--- src/rtl/snoop_pkg.sv ---
package snoop_pkg;
  localparam int NWIN     = 2;
  localparam int REG_AW   = 3;
  localparam logic [REG_AW-1:0] REG_MODE = REG_AW'(2 * NWIN);
  localparam logic [REG_AW-1:0] REG_STAT = REG_AW'(2 * NWIN + 1);

  typedef enum logic [1:0] {
    ST_IDLE,
    ST_SNOOP,
    ST_RELEASE
  } snpState_e;

  // strobes from control to datapath
  typedef struct packed {
    logic setErr;
    logic latchPurge;
  } ctrlStrobe_t;
endpackage

--- src/rtl/snoop_dp.sv ---
module snoop_dp
  import snoop_pkg::*;
#(
  parameter int AW = 32
) (
  input  logic              clk,
  input  logic              rstN,
  input  logic              regWe,
  input  logic [REG_AW-1:0] regAddr,
  input  logic [AW-1:0]     regWdata,
  output logic [AW-1:0]     regRdata,
  input  logic [AW-1:0]     inAddr,
  input  logic              inWe,
  input  ctrlStrobe_t       strobe,
  output logic              hit,
  output logic              snoopOn,
  output logic              purge
);
  logic [AW-1:0] baseQ [NWIN];
  logic [AW-1:0] maskQ [NWIN];
  logic [1:0]    modeQ;
  logic          errQ;
  logic          purgeQ;
  logic [NWIN-1:0] winMatch;

  always_ff @(posedge clk or negedge rstN) begin
    if (!rstN) begin
      for (int w = 0; w < NWIN; w++) begin
        baseQ[w] <= '0;
        maskQ[w] <= '0;
      end
      modeQ  <= '0;
      errQ   <= 1'b0;
      purgeQ <= 1'b0;
    end else begin
      for (int w = 0; w < NWIN; w++) begin
        if (regWe && regAddr == REG_AW'(2 * w))     baseQ[w] <= regWdata;
        if (regWe && regAddr == REG_AW'(2 * w + 1)) maskQ[w] <= regWdata;
      end
      if (regWe && regAddr == REG_MODE) modeQ <= regWdata[1:0];
      if (strobe.setErr) errQ <= 1'b1;
      else if (regWe && regAddr == REG_STAT && regWdata[0]) errQ <= 1'b0;
      if (strobe.latchPurge) purgeQ <= inWe;
    end
  end

  generate
    for (genvar w = 0; w < NWIN; w++) begin : g_win
      assign winMatch[w] = ((inAddr ^ baseQ[w]) & maskQ[w]) == '0;
    end
  endgenerate

  assign snoopOn = modeQ != 2'b00;
  assign hit     = snoopOn && (|winMatch);
  assign purge   = purgeQ;

  always_comb begin
    regRdata = '0;
    for (int w = 0; w < NWIN; w++) begin
      if (regAddr == REG_AW'(2 * w))     regRdata = baseQ[w];
      if (regAddr == REG_AW'(2 * w + 1)) regRdata = maskQ[w];
    end
    if (regAddr == REG_MODE) regRdata[1:0] = modeQ;
    if (regAddr == REG_STAT) regRdata[0]   = errQ;
  end


  sticky_set_chk: assert property (@(posedge clk) disable iff (!rstN)
    strobe.setErr |=> errQ);
endmodule

--- src/rtl/snoop_ctrl.sv ---
module snoop_ctrl
  import snoop_pkg::*;
(
  input  logic        clk,
  input  logic        rstN,
  input  logic        inReq,
  input  logic        hit,
  input  logic        sleepIn,
  input  logic        snpAck,
  input  logic        memGnt,
  output logic        memReq,
  output logic        inGnt,
  output logic        inErr,
  output logic        snpReq,
  output ctrlStrobe_t strobe
);
  snpState_e stateQ, stateD;

  always_ff @(posedge clk or negedge rstN) begin
    if (!rstN) stateQ <= ST_IDLE;
    else       stateQ <= stateD;
  end

  always_comb begin
    stateD = stateQ;
    memReq = 1'b0;
    inGnt  = 1'b0;
    inErr  = 1'b0;
    snpReq = 1'b0;
    strobe = '0;
    unique case (stateQ)
      ST_IDLE: begin
        if (inReq) begin
          if (!hit) begin
            memReq = 1'b1;
            inGnt  = memGnt;
          end else if (sleepIn) begin
            inErr         = 1'b1;
            strobe.setErr = 1'b1;
          end else begin
            strobe.latchPurge = 1'b1;
            stateD            = ST_SNOOP;
          end
        end
      end
      ST_SNOOP: begin
        snpReq = 1'b1;
        if (snpAck) stateD = ST_RELEASE;
      end
      ST_RELEASE: begin
        memReq = inReq;
        inGnt  = inReq && memGnt;
        if (!inReq || memGnt) stateD = ST_IDLE;
      end
      default: stateD = ST_IDLE;
    endcase
  end


  snoop_hold_chk: assert property (@(posedge clk) disable iff (!rstN)
    snpReq && !snpAck |=> snpReq);

  release_chk: assert property (@(posedge clk) disable iff (!rstN)
    snpReq && snpAck && inReq |=> memReq);

  err_quiet_chk: assert property (@(posedge clk) disable iff (!rstN)
    inErr |-> !memReq && !snpReq);

  snp_cause_chk: assert property (@(posedge clk) disable iff (!rstN)
    $rose(snpReq) |-> $past(inReq && hit && !sleepIn));
endmodule

--- src/rtl/tgt_snoop_filter.sv ---
module tgt_snoop_filter
  import snoop_pkg::*;
#(
  parameter int AW = 32
) (
  input  logic              clk,
  input  logic              rstN,
  input  logic              regWe,
  input  logic [REG_AW-1:0] regAddr,
  input  logic [AW-1:0]     regWdata,
  output logic [AW-1:0]     regRdata,
  input  logic              inReq,
  input  logic              inWe,
  input  logic [AW-1:0]     inAddr,
  output logic              inGnt,
  output logic              inErr,
  output logic              memReq,
  output logic              memWe,
  output logic [AW-1:0]     memAddr,
  input  logic              memGnt,
  output logic              snpReq,
  output logic              snpPurge,
  output logic [AW-1:0]     snpAddr,
  input  logic              snpAck,
  input  logic              sleepIn,
  input  logic              prefetchEn,
  output logic              cfgErr
);
  ctrlStrobe_t strobe;
  logic        hit;
  logic        snoopOn;

  snoop_dp #(.AW(AW)) u_dp (
    .clk(clk), .rstN(rstN), .regWe(regWe), .regAddr(regAddr),
    .regWdata(regWdata), .regRdata(regRdata), .inAddr(inAddr), .inWe(inWe),
    .strobe(strobe), .hit(hit), .snoopOn(snoopOn), .purge(snpPurge)
  );

  snoop_ctrl u_ctrl (
    .clk(clk), .rstN(rstN), .inReq(inReq), .hit(hit), .sleepIn(sleepIn),
    .snpAck(snpAck), .memGnt(memGnt), .memReq(memReq), .inGnt(inGnt),
    .inErr(inErr), .snpReq(snpReq), .strobe(strobe)
  );

  assign memWe   = inWe;
  assign memAddr = inAddr;
  assign snpAddr = inAddr;
  assign cfgErr  = prefetchEn && snoopOn;


  purge_stable_chk: assert property (@(posedge clk) disable iff (!rstN)
    snpReq && $past(snpReq) |-> $stable(snpPurge));
endmodule

--- config.mk ---
export PLATFORM = sky130hd
export DESIGN_NAME = tgt_snoop_filter
export DESIGN_NICKNAME = d
export VERILOG_FILES = /design/src/rtl/snoop_pkg.sv /design/src/rtl/snoop_dp.sv /design/src/rtl/snoop_ctrl.sv /design/src/rtl/tgt_snoop_filter.sv
export SDC_FILE = /design/constraint.sdc
export NUM_CORES = 1
export LEC_CHECK = 0
export BUFFER_PORTS_ARGS = -buffer_cell sky130_fd_sc_hd__buf_2
export CORE_UTILIZATION = 25
export DETAILED_ROUTE_END_ITERATION = 8
export GPL_ROUTABILITY_DRIVEN = 1
export MAX_ROUTING_LAYER = met4
export PLACE_DENSITY = 0.43
export SKIP_LAST_GASP = 1
export SLEW_MARGIN = 0
export SYNTH_ARGS = -nofsm -noshare
export SYNTH_HDL_FRONTEND = slang
export SYNTH_HIERARCHICAL = 1
export SYNTH_SLANG_ARGS = --single-unit
--- constraint.sdc ---
create_clock -name clk -period 1.95 [get_ports clk]
set_input_delay 0.195 -clock clk [delete_from_list [all_inputs] [get_ports clk]]
set_output_delay 0.195 -clock clk [all_outputs]
set_load 0.05 [all_outputs]
Word level (Yosys, flattened, before mapping)
Cells that the tools add are included. Widths: inputs -> output; s select.

Register bits: 134. Bits in latches: 0. RAM bits: 0. Bits in read-only memories: 0. Input port bits: 76. Output and inout bits: 103. Logic and storage cells: 73. Memories: 0.

Add/sub/neg operators: 0. $mul: 0. Divide/modulo/power cells: 0. $lt $le $gt $ge: 0. Equality and inequality tests: 12. Shift operators: 0. Muxes and demuxes: 29. Bitwise gates (word level): 4. Reductions and logical operators: 20.

Operators with widths (count): $mux 32 (4); $and 32x32->32 (2); $logic_not 32->1 (2); $xor 32x32->32 (2); $mux 2 (9); $mux 1 (13); $logic_and 1x1->1 (10); $eq 3x2->1 const B (2); $eq 3x3->1 const B (2); $ne 2x2->1 const B (3); $pmux 2 s3 (1); $reduce_and 5->1 (1); $ne 2x1->1 const B (2); $pmux 1 s2 (2); $reduce_bool 2->1 (2); $eq 3x1->1 const B (1); $logic_not 3->1 (1); $eq 2x1->1 const B (1); $eq 2x2->1 const B (1); $logic_not 2->1 (1); $reduce_or 2->1 (1); $logic_not 1->1 (1); $logic_or 1x1->1 (1).

Depth between registers and ports, before layout
Depth in word-level cells: 9. Gate-level depth with buffers: 9. Gate-level depth less buffers: 8.

By module
Netlist, hierarchy kept.

Modules (own cells, without submodules): snoop_dp (times used 1, cells an instance 471, area an instance 6830.3 sq um, seq. area each 3303.2 sq um); tgt_snoop_filter (times used 1, cells an instance 66, area an instance 494.2 sq um, seq. area each 0.0 sq um); snoop_ctrl (times used 1, cells an instance 16, area an instance 156.4 sq um, seq. area each 50.0 sq um).

Least setup slack after synthesis
No wires, ideal clock.

Path type: flip-flop to flip-flop. Start point: register u_dp/baseQ[39] in the netlist's numbering. End point: register u_dp.errQ. Library setup time: 0.064 ns. Data arrival time: 2.151 ns. Required time: 1.886 ns. Path slack: -0.264 ns. Cell stages (with the launch flop): 10. Path buffers: 1. Period minus slack after synthesis: 2.214 ns. Cell sequence: dfrtp_1 xor2_1 a22oi_1 nand4_1 nor4_1 o21a_1 nor2b_2 and3_1 buf_4 a21o_1.

RTL lines: start: declaration (line snoop_dp.sv:19) `logic [AW-1:0] baseQ [NWIN];`; start signal: indexed assignment (line snoop_dp.sv:37) `if (regWe && regAddr == REG_AW'(2 * w)) baseQ[w] <= regWdata;`; end signal: assignment (line snoop_dp.sv:33) `errQ <= 1'b0;`; end signal: assignment (line snoop_dp.sv:41) `if (strobe.setErr) errQ <= 1'b1;`; end signal: assignment (line snoop_dp.sv:42) `else if (regWe && regAddr == REG_STAT && regWdata[0]) errQ <= 1'b0;`; end: declaration (line snoop_dp.sv:22) `logic errQ;`.

Worst setup path after layout
Start point: register u_dp/baseQ[42] in the netlist's numbering. End point: output port inErr.

Word-level cells in the longest chain between the ends: 8.

RTL lines: $xor 32x32->32 (line snoop_dp.sv:49) `assign winMatch[w] = ((inAddr ^ baseQ[w]) & maskQ[w]) == '0;`; $and 32x32->32 (line snoop_dp.sv:49); $logic_not 32->1 (line snoop_dp.sv:49); $reduce_or 2->1 (line snoop_dp.sv:54) `assign hit = snoopOn && (|winMatch);`; $logic_and 1x1->1 (line snoop_dp.sv:54); net hit (line tgt_snoop_filter.sv:30) `logic hit;`; $mux 1 (line snoop_ctrl.sv:34) `if (!hit) begin`; $mux 1 (line snoop_ctrl.sv:33) `if (inReq) begin`; $mux 1 (line snoop_ctrl.sv:31) `unique case (stateQ)`; end: declaration (line tgt_snoop_filter.sv:16) `output logic inErr,`.

The timed path passes the listed nets, and every way through them passes these cells.

==> results_dict.tcl <==
set metrics [dict create \
    status "complete, but fails checks" \
    violations "negative setup slack" \
    synth-seq-cells 134 \
    grt_first_pass_wirelength_um 35700 \
    insertion_delay_ps 420 \
    cellPowerDensity_mw_per_mm2 1060 \
    end_kind "output pin" \
    hold_path_end "u_dp/purge$_DFFE_PN0P_" \
    via_per_inst 4.47 \
    syn-instance-count 553 \
    slew_headroom_pct 65.7 \
    clock-sinks 134 \
    coreArea_mm2 0.0291 \
    min_period_ps 2670 \
    rrSetupSlack_ps -380 \
    worst_slew_pin_slew_ps 515 \
    timing.final.crit_share_pct 137 \
    vias 5399 \
    fin_cells 1207 \
    clock.fmax_mhz 375 \
    rsz0062_at_grt "yes" \
    slowest_stage "dfrtp_1" \
    cap_violations 0 \
    cpPeakStageDelay_ps 400 \
    start_kind "register" \
    gp_congestion 0.760 \
    path_cells "xor2_1 -> a22oi_2 -> nand4_1 -> nor4_2 -> o21a_1 -> nor2b_4 -> and3_4 -> buf_8" \
    synth_fp_nets 629 \
    worst_hold_slack_ps 20.7 \
    syn_to_final_growth_pct 42.9 \
    die_w_um 175 \
    drv_slew 0 \
    antenna_found_initial 1 \
    place_inst 1167 \
    power_w 0.0113 \
    synth_area_mm2 0.00748 \
    clkTransAtPathRegs_ps 60 \
    ir_worst_vdd_mv 0.437 \
    finish.utilization_pct 36.8 \
    place_area_mm2 0.00941 \
    worstPathArrival_ps 2470 \
    antenna_left 0 \
    critPathBufInv 1 \
    die-area_mm2 0.0306 \
    fin_nets 885 \
    crit_type "reg -> out" \
    ios 179 \
    leakage_nw 4.87 \
    hold_violations 0 \
    drive_gt1_share_pct 68.9 \
    grt_usage_pct 16.2 \
    critPathTopFamily "simple AND/OR/NAND/NOR gates" \
    yosysUniqueCellTypes 34 \
    whs_path_depth 2 \
    worstPathRequired_ps 1750 \
    grt_max_degree 47 \
    drcViolationCount 0 \
    drt_iter0_markers 203 \
    skew_ps 11.0 \
    first_pass_iters 4 \
    r2r-start "u_dp/baseQ[42]$_DFFE_PN0P_" \
    wl_um 23400 \
    die_h_um 175 \
    first_global_vias 6015 \
    path_max_fanout 3 \
    hpwl_um 17000 \
    setup_viol 11 \
    holdCritStartpoint "inWe" \
    wl_per_cell_um 19.4 \
    cts_root_buffer "clkbuf_16" \
    hp-class "in -> reg" \
    fin_ws_ps -717 \
    cts_tree "built" \
    design_area_mm2 0.0107 \
    overflow 0 \
    cts_buffers 17 \
    initial_core_util_pct 25.7 \
    syn_area_per_cell_um2 13.5 \
    worst_r2r_endpoint "u_dp/purge$_DFFE_PN0P_" \
    htreeDepth 4 \
    yosys_warnings 6 \
    io_buffers 178 \
    num_rows 62 \
    reg2reg_depth 8 \
    ys_seq_area_share_pct 44.8 \
    cts_buffer_depth 2 \
]
[repair_timing]
action / in CTS / in global routing
setup endpoints to repair: 34 / 36
setup buffers: 14 / 11
hold endpoints to repair: 42 / 0
pin swaps: 13 / 4
resized for setup: 141 / 44
hold buffers: 1 / 0
[worst max-delay path by stage]
stage,from,depth (start not counted),slack (ps),endpoint
floorplan,u_dp/baseQ[8]$_DFFE_PN0P_,8,-20,u_dp/purge$_DFFE_PN0P_
global placement,u_dp/baseQ[42]$_DFFE_PN0P_,8,-540,inErr
detailed placement,u_dp/baseQ[20]$_DFFE_PN0P_,8,-500,inErr
CTS,u_dp/baseQ[43]$_DFFE_PN0P_,9,-740,inErr
global route,u_dp/baseQ[1]$_DFFE_PN0P_,9,-800,inErr
finish,u_dp/baseQ[42]$_DFFE_PN0P_,8,-720,inErr
[logic make-up (layout without fill, tap and decap cells)]
logic type,Yosys count,count (layout),share of synthesized area [%]
multiplexers,164,164,29.5
AND/OR/NAND/NOR,62,62,5.64
AO/OA/AOI/OAI,38,38,3.83
flip-flops,134,134,44.8
XOR/XNOR,64,64,7.49
other,0,1,0
buffers and inverters,91,360,8.71
[per-stage QoR]
step	setup TNS, ps	setup WS (ps)
2_1_floorplan	-20.0	-20.0
5_1_grt	-4100	-800
6_report	-2930	-717
3_3_place_gp	-2090	-541
3_5_place_dp	-1870	-500
4_1_cts	-3070	-738
[final cells by class]
cell class                      count  area (um2)
Antenna cell                        1        2.50
Clock buffer                       20         457
Clock inverter                     12         129
Fill cell                        2834       18400
Inverter                            2        7.51
Multi-Input combinational cell    328        3650
Sequential cell                   134        3350
Tap cell                          384         480
Timing Repair Buffer              326        2610
[cells in the final DEF (no fill, tap or decap), types with 3 or more instances in the layout]
cell / instances
mux2_2: 126
nand2b_1: 3
and2_1: 5
dfrtp_1: 134
buf_2: 144
clkinvlp_4: 3
buf_12: 9
clkbuf_16: 17
and2_4: 26
clkinv_4: 3
xor2_1: 64
buf_6: 56
a22oi_2: 15
mux4_2: 32
buf_4: 90
nand4_1: 10
mux2_1: 5
clkinv_2: 4
a22oi_1: 17
buf_8: 26
[synthesized netlist by cell type]
cell type,count,area [um2]
nor4b_1,1,8.76
a21oi_1,1,5.00
buf_2,5,25.0
buf_1,2,7.51
a21o_1,2,15.0
a22oi_1,32,240
nand2b_1,3,18.8
xor2_1,64,561
buf_4,75,563
nor2_1,2,7.51
nor3b_4,1,18.8
nor3_1,1,5.00
nor3_2,3,30.0
nor2b_2,2,17.5
buf_6,3,33.8
clkinv_1,1,3.75
and2_1,31,194
nor2b_1,1,6.26
nor3b_2,1,12.5
and3_1,1,6.26
nand2_1,1,3.75
mux4_2,32,721
clkbuf_1,4,15.0
or2_2,1,6.26
a32o_1,1,10.0
o21a_1,1,7.51
nor4_1,2,12.5
inv_1,1,3.75
dfrtp_1,134,3350
nand4_1,10,62.6
mux2_1,5,56.3
nand4bb_1,1,11.3
mux2_2,127,1430
a22o_1,1,8.76
[per-layer routing]
layer,track usage (%),vias to the layer above,part of all wire (%)
met1,20.0,2782,44
met5,-,-,0
met3,2.87,16,3.8
met2,27.1,143,51
met4,4.38,0,0.99
li1,-,2458,-
[flip-flops by register name (all words and copies together), names as in the netlist]
| signal | count |
|---|---|
| u_dp/modeQ | 2 |
| u_dp/purge | 1 |
| u_dp/baseQ | 64 |
| u_dp/errQ | 1 |
| u_ctrl/stateQ | 2 |
| u_dp/maskQ | 64 |
[power by group]
part / switching [W] / internal [W]
registers: 0.000502 / 0.00339
logic: 0.00196 / 0.00229
clock network: 0.00127 / 0.00195
[worst register-to-register path: cells and delay by family, from the launching register on]
family                    cells  cell delay [ps]
and+or+nand+nor               4              790
AOI/OAI and AO/OA             2              510
muxes                         1              310
DFF                           1              400
xor gates and xnor gates      1              180
Power figures use the tool's default switching activity.
